**config.mk**
```make
export PLATFORM = sky130hd
export DESIGN_NAME = clkbuf_pwrup_seq
export DESIGN_NICKNAME = d
export VERILOG_FILES = /design/src/rtl/clkbuf_pwrup_pkg.sv /design/src/rtl/clkbuf_pwrup_sync.sv /design/src/rtl/clkbuf_pwrup_timer.sv /design/src/rtl/clkbuf_pwrup_fsm.sv /design/src/rtl/clkbuf_pwrup_seq.sv
export SDC_FILE = /design/constraint.sdc
export NUM_CORES = 1
export LEC_CHECK = 0
export BUFFER_PORTS_ARGS = -buffer_cell sky130_fd_sc_hd__buf_2
export CORE_MARGIN = 2
export CORE_UTILIZATION = 63
export DETAILED_ROUTE_END_ITERATION = 10
export HOLD_SLACK_MARGIN = 0.06
export PLACE_DENSITY = 0.82
export SLEW_MARGIN = 20
export SYNTH_ARGS = -nofsm -noshare
export SYNTH_HDL_FRONTEND = slang
export SYNTH_SLANG_ARGS = --single-unit
```
**constraint.sdc**
```tcl
create_clock -name clk_i -period 5.4 [get_ports clk_i]
set_input_delay 0.27 -clock clk_i [delete_from_list [all_inputs] [get_ports clk_i]]
set_output_delay 0.27 -clock clk_i [all_outputs]
set_load 0.01 [all_outputs]
```
**src/rtl/clkbuf_pwrup_pkg.sv**
```systemverilog
package clkbuf_pwrup_pkg;

    typedef enum logic [1:0] {
        PS_OFF    = 2'd0,
        PS_WAIT   = 2'd1,
        PS_SETTLE = 2'd2,
        PS_RUN    = 2'd3
    } pwr_state_t;

    localparam int SYNC_STAGES = 2;

endpackage

```
**src/rtl/clkbuf_pwrup_sync.sv**
```systemverilog
module clkbuf_pwrup_sync #(
    parameter int WIDTH  = 2,
    parameter int STAGES = 2
) (
    input  logic             clk_i,
    input  logic             rst_i,
    input  logic [WIDTH-1:0] async_i,
    output logic [WIDTH-1:0] sync_o
);

    logic [STAGES-1:0][WIDTH-1:0] chain_q;

    genvar g;
    generate
        for (g = 0; g < STAGES; g++) begin : g_stage
            if (g == 0) begin : g_first
                always_ff @(posedge clk_i or posedge rst_i) begin
                    if (rst_i) chain_q[g] <= '0;
                    else       chain_q[g] <= async_i;
                end
            end else begin : g_next
                always_ff @(posedge clk_i or posedge rst_i) begin
                    if (rst_i) chain_q[g] <= '0;
                    else       chain_q[g] <= chain_q[g-1];
                end
            end
        end
    endgenerate

    assign sync_o = chain_q[STAGES-1];

endmodule

```
**src/rtl/clkbuf_pwrup_timer.sv**
```systemverilog
module clkbuf_pwrup_timer #(
    parameter int CYCLES = 25001
) (
    input  logic clk_i,
    input  logic rst_i,
    input  logic load_i,
    input  logic run_i,
    output logic zero_o
);

    localparam int CW = (CYCLES > 1) ? $clog2(CYCLES) : 1;
    localparam logic [CW-1:0] RELOAD = CW'(CYCLES - 1);

    logic [CW-1:0] cnt_q;

    always_ff @(posedge clk_i or posedge rst_i) begin
        if (rst_i) begin
            cnt_q <= '0;
        end else if (load_i) begin
            cnt_q <= RELOAD;
        end else if (run_i && (cnt_q != '0)) begin
            cnt_q <= cnt_q - 1'b1;
        end
    end

    assign zero_o = (cnt_q == '0);

endmodule

```
**src/rtl/clkbuf_pwrup_fsm.sv**
```systemverilog
module clkbuf_pwrup_fsm
    import clkbuf_pwrup_pkg::*;
(
    input  logic       clk_i,
    input  logic       rst_i,
    input  logic       ok_s_i,
    input  logic       pdn_s_i,
    input  logic       tmr_zero_i,
    output logic       tmr_load_o,
    output logic       tmr_run_o,
    output logic       en_o,
    output pwr_state_t state_o
);

    pwr_state_t state_q, state_d;
    logic       ready;

    assign ready = ok_s_i & pdn_s_i;

    // state register
    always_ff @(posedge clk_i or posedge rst_i) begin
        if (rst_i) state_q <= PS_OFF;
        else       state_q <= state_d;
    end

    // transitions
    always_comb begin
        state_d = state_q;
        unique case (state_q)
            PS_OFF:    state_d = PS_WAIT;                          // T_BOOT
            PS_WAIT:   if (ready) state_d = PS_SETTLE;             // T_ARM
            PS_SETTLE: begin
                if (!ready)          state_d = PS_WAIT;            // T_ABORT
                else if (tmr_zero_i) state_d = PS_RUN;             // T_DONE
            end
            PS_RUN:    if (!ready) state_d = PS_WAIT;              // T_DROP
        endcase
    end

    // outputs
    always_comb begin
        tmr_load_o = 1'b0;
        tmr_run_o  = 1'b0;
        en_o       = 1'b0;
        unique case (state_q)
            PS_OFF:    ;
            PS_WAIT:   tmr_load_o = ready;
            PS_SETTLE: tmr_run_o  = 1'b1;
            PS_RUN:    en_o       = 1'b1;
        endcase
    end

    assign state_o = state_q;

endmodule

```
**src/rtl/clkbuf_pwrup_seq.sv**
```systemverilog
module clkbuf_pwrup_seq
    import clkbuf_pwrup_pkg::*;
#(
    parameter int SETTLE_CYCLES = 25001
) (
    input  logic       clk_i,
    input  logic       rst_i,
    input  logic       pd_n_i,
    input  logic       clk_ok_i,
    output logic       out_en_o,
    output logic [1:0] state_o
);

    logic [1:0] sync_v;
    logic       ok_sync, pdn_sync;
    logic       tmr_load, tmr_run, tmr_zero;
    pwr_state_t fsm_state;

    clkbuf_pwrup_sync #(
        .WIDTH (2),
        .STAGES(SYNC_STAGES)
    ) sync_i (
        .clk_i  (clk_i),
        .rst_i  (rst_i),
        .async_i({clk_ok_i, pd_n_i}),
        .sync_o (sync_v)
    );

    assign ok_sync  = sync_v[1];
    assign pdn_sync = sync_v[0];

    clkbuf_pwrup_timer #(
        .CYCLES(SETTLE_CYCLES)
    ) timer_i (
        .clk_i (clk_i),
        .rst_i (rst_i),
        .load_i(tmr_load),
        .run_i (tmr_run),
        .zero_o(tmr_zero)
    );

    clkbuf_pwrup_fsm fsm_i (
        .clk_i     (clk_i),
        .rst_i     (rst_i),
        .ok_s_i    (ok_sync),
        .pdn_s_i   (pdn_sync),
        .tmr_zero_i(tmr_zero),
        .tmr_load_o(tmr_load),
        .tmr_run_o (tmr_run),
        .en_o      (out_en_o),
        .state_o   (fsm_state)
    );

    assign state_o = fsm_state;

endmodule

```
==> flow_metrics.tcl <==
set metrics [dict create \
    outcome "finished clean" \
    worstReg2RegStart "fsm_i.state_o[0]" \
    detail_route.iter0.violations 31 \
    layout.nets 139 \
    totalNegativeSetupSlack_ns 0 \
    timing.critical_path.cells "inv_1 -> ha_1 -> or4b_4 -> or3_4 -> or4b_1 -> a21oi_1" \
    p_int_w 0.000260 \
    synth_most_common_cell "sky130_fd_sc_hd__dfrtp_1" \
    core-area_um2 1730 \
    wirelength_um 2290 \
    detailroute.via_count 967 \
    setup_violations 0 \
    fp.dieArea_um2 2210 \
    finalWorstPathRequiredPeriod_ns 2.39 \
    finalClockSkew_ns 0.00504 \
    cp.required_ns 5.64 \
    multi_input_area_um2 604 \
    setup_repair_after_global_routing_missed_its_margin "false" \
    synth_area_per_cell_um2 9.71 \
    htree_levels 1 \
    seq_power_share_pct 51.2 \
    post-place-cells 148 \
    ys_ff_latch 21 \
    timing_worst_slew_pin_value_ns 0.777 \
    cts_root_buffer "sky130_fd_sc_hd__clkbuf_4" \
    critical_path.endpoint_type "register" \
    post_cts.repair.setup_buffers 0 \
    startpoint "fsm_i.state_o[0]" \
    synthDominantCellAreaShare_pct 45.1 \
    power_switching_w 0.000143 \
    synth.top_cells.by_count "21 x sky130_fd_sc_hd__dfrtp_1, 11 x sky130_fd_sc_hd__nor2_1, 9 x sky130_fd_sc_hd__nand2_1, 9 x sky130_fd_sc_hd__o21ai_0, 7 x sky130_fd_sc_hd__a21oi_1" \
    grt_overflow 0 \
    first_pass_grt_wire_length_um 3910 \
    drt_pass1_iterations 4 \
    top_usage_layer "met2" \
    p_leak_nw 0.511 \
    num_rows 15 \
    crit_path_start_kind "register" \
    worstPathBufferInverterCount 1 \
    finalHoldViolCount 0 \
    cts.reportedPaths.clkPinSlew_ns 0.11 \
    grt_start_max_net_pins 22 \
    power.share.switching_pct 35.4 \
    critical_path_s_largest_stage_delay_ns 0.50 \
    period_share_pct 44.2 \
    via_density_per_instance 6.28 \
    route.antenna.remaining_nets 0 \
    timing.setup.critical_path_class "register to register" \
    synth_top_flop_cell "sky130_fd_sc_hd__dfrtp_1" \
    yosysSeqAreaShare_pct 45.1 \
    gpl.final_weighted_congestion 0.864 \
    worst_hold_path_type "input pin to asynchronous set/reset pin" \
    power_density_nw_per_um2 320 \
    cts.sinks 21 \
    net_count_synth 129 \
    crit_path_top_delay_cell "sky130_fd_sc_hd__or4b_4" \
    start_util_pct 67.5 \
    cts-buffers-inserted 3 \
    first_global_vias 856 \
    met2_usage_pct 40.3 \
    routedWlPerCell_um 14.9 \
    ys_async_sr_fraction_pct 100 \
    clock_tree.buffer_depth 2 \
    critical_path_peak_fanout 7 \
    critical-path-top-delay-family "simple AND/OR/NAND/NOR gates" \
    synth.lib_cells_used.distinct 38 \
    area.growth.synth_to_final_pct 8.16 \
    post_cts_resize_count 0 \
    highest_ir_drop_seen_on_vdd_mv 0.215 \
    grt_use_met1_pct 35.9 \
    synth-edff-count 0 \
    cts_tree "built" \
    post_synth_main_area_contributors "sky130_fd_sc_hd__dfrtp_1 45%, sky130_fd_sc_hd__ha_1 5.4%, sky130_fd_sc_hd__mux2i_1 4.3%" \
    comb_power_share_pct 30.3 \
    antenna-diode-count 0 \
    remaining_drc_errors 0 \
    max_cap_violations 0 \
    synth_warnings 0 \
    antenna_found_initial 0 \
    final_cell_count_no_fill 154 \
    timing.final.max_slew_violations 0 \
    ios 7 \
    die-width_um 47 \
    timing.slew.headroom_pct 48.2 \
    max_clock_freq_mhz 419 \
    synth.cell_area_um2 1160 \
    global_route.usage.total_pct 25.1 \
    portBuffers 6 \
    synthCells 120 \
    layout.area.seq_um2 526 \
    dp.final_hpwl_um 1650 \
    fraction_of_final_layout_cells_with_drive_strength_greater_than_1_pct 10.9 \
    fill_cells 124 \
    synth_area_leader_cell "sky130_fd_sc_hd__dfrtp_1" \
    die-height_um 47 \
    grt_util_met3_pct 3.46 \
    timing.critical_path.arrival_ns 2.62 \
    clk_latency_ns 0.30 \
    power.share.clock_pct 18.5 \
]
-- what timing repair did --
action | in CTS | in global routing
hold endpoints to repair | 0 | 2
hold buffers | 0 | 2
setup endpoints to repair | 0 | 0
-- flip-flops by register name (all words and copies together), names as in the netlist --
signal,count
timer_i.cnt_q,15
fsm_i.state_o,2
sync_i.chain_q,2
sync_i.sync_o,2
-- through the flow --
stage          cell area, um^2  worst slack, ns  hold slack, ns  utilization (%)  power (W)
3_3_place_gp              1210             3.10           0.332             70.3   0.000320
4_1_cts                   1240             3.02          0.0673             71.8   0.000403
2_1_floorplan             1160             3.11           0.247                -   0.000296
3_5_place_dp              1210             3.04           0.335             70.3   0.000330
6_report                  1260             3.01          0.0900             73.0   0.000403
5_1_grt                   1260             2.87           0.156             73.0   0.000431
-- worst paths after layout --
| check | cells past startpoint | endpoint | slack (ns) |
|---|---|---|---|
| min reg2reg | 0 | sync_i.sync_o[1] | 0.36 |
| max in group asynchronous | 2 | timer_i.cnt_q[7] | 4.83 |
| min in group clk_i | 0 | sync_i.sync_o[1] | 0.36 |
| max reg2reg | 6 | timer_i.cnt_q[9] | 3.01 |
| min | 2 | fsm_i.state_o[1] | 0.09 |
| max | 6 | timer_i.cnt_q[9] | 3.01 |
-- cells in the final DEF (no fill, tap or decap), types with 2 or more instances in the layout --
cell type                       instances
sky130_fd_sc_hd__nand2_1                9
sky130_fd_sc_hd__and2_1                 2
sky130_fd_sc_hd__buf_2                  6
sky130_fd_sc_hd__ha_1                   5
sky130_fd_sc_hd__inv_1                  6
sky130_fd_sc_hd__clkbuf_4               3
sky130_fd_sc_hd__nor3_1                 3
sky130_fd_sc_hd__a21oi_1                7
sky130_fd_sc_hd__nor2_1                11
sky130_fd_sc_hd__nand3_1                4
sky130_fd_sc_hd__mux2i_1                5
sky130_fd_sc_hd__nand3b_1               2
sky130_fd_sc_hd__o21ai_0                9
sky130_fd_sc_hd__nor4_1                 5
sky130_fd_sc_hd__a211o_1                2
sky130_fd_sc_hd__dlygate4sd3_1          2
sky130_fd_sc_hd__or4_1                  2
sky130_fd_sc_hd__a2111oi_0              3
sky130_fd_sc_hd__dfrtp_1               21
sky130_fd_sc_hd__or3_1                  2
-- routing by layer --
layer  vias up  routed length (um)
li1        471                   -
met1       468                1070
met2        24                1100
met3         4                  90
met4         0                  21
met5         -                   0
-- cell families (layout without fill, tap and decap cells) --
group / after synthesis / count (layout) / share of synthesized area [%]
and+or+nand+nor: 51 / 51 / 25.6
AOI/OAI and AO/OA: 28 / 28 / 15.9
DFF: 21 / 21 / 45.1
buffers and inverters: 9 / 18 / 3.01
adders and majority gates: 5 / 5 / 5.37
muxes: 5 / 5 / 4.30
xor gates and xnor gates: 1 / 1 / 0.752
-- layout make-up --
| cell class | count | share of cell area (%) |
|---|---|---|
| well taps | 25 | 2.48 |
| multi-input cells | 90 | 48.0 |
| clock buffers | 4 | 2.09 |
| inverters | 6 | 1.79 |
| repair buffers | 8 | 3.97 |
| flip-flops and latches | 21 | 41.7 |
-- power groups by stage --
stage | combinational (W) | clock (W) | sequential [W]
2_1_floorplan | 0.0000910 | 0 | 0.000205
3_3_place_gp | 0.000114 | 0 | 0.000206
6_report | 0.000122 | 0.0000746 | 0.000206
3_5_place_dp | 0.000121 | 0 | 0.000209
4_1_cts | 0.000122 | 0.0000761 | 0.000205
5_1_grt | 0.000138 | 0.0000824 | 0.000211
(Power assumes the default switching activity.)
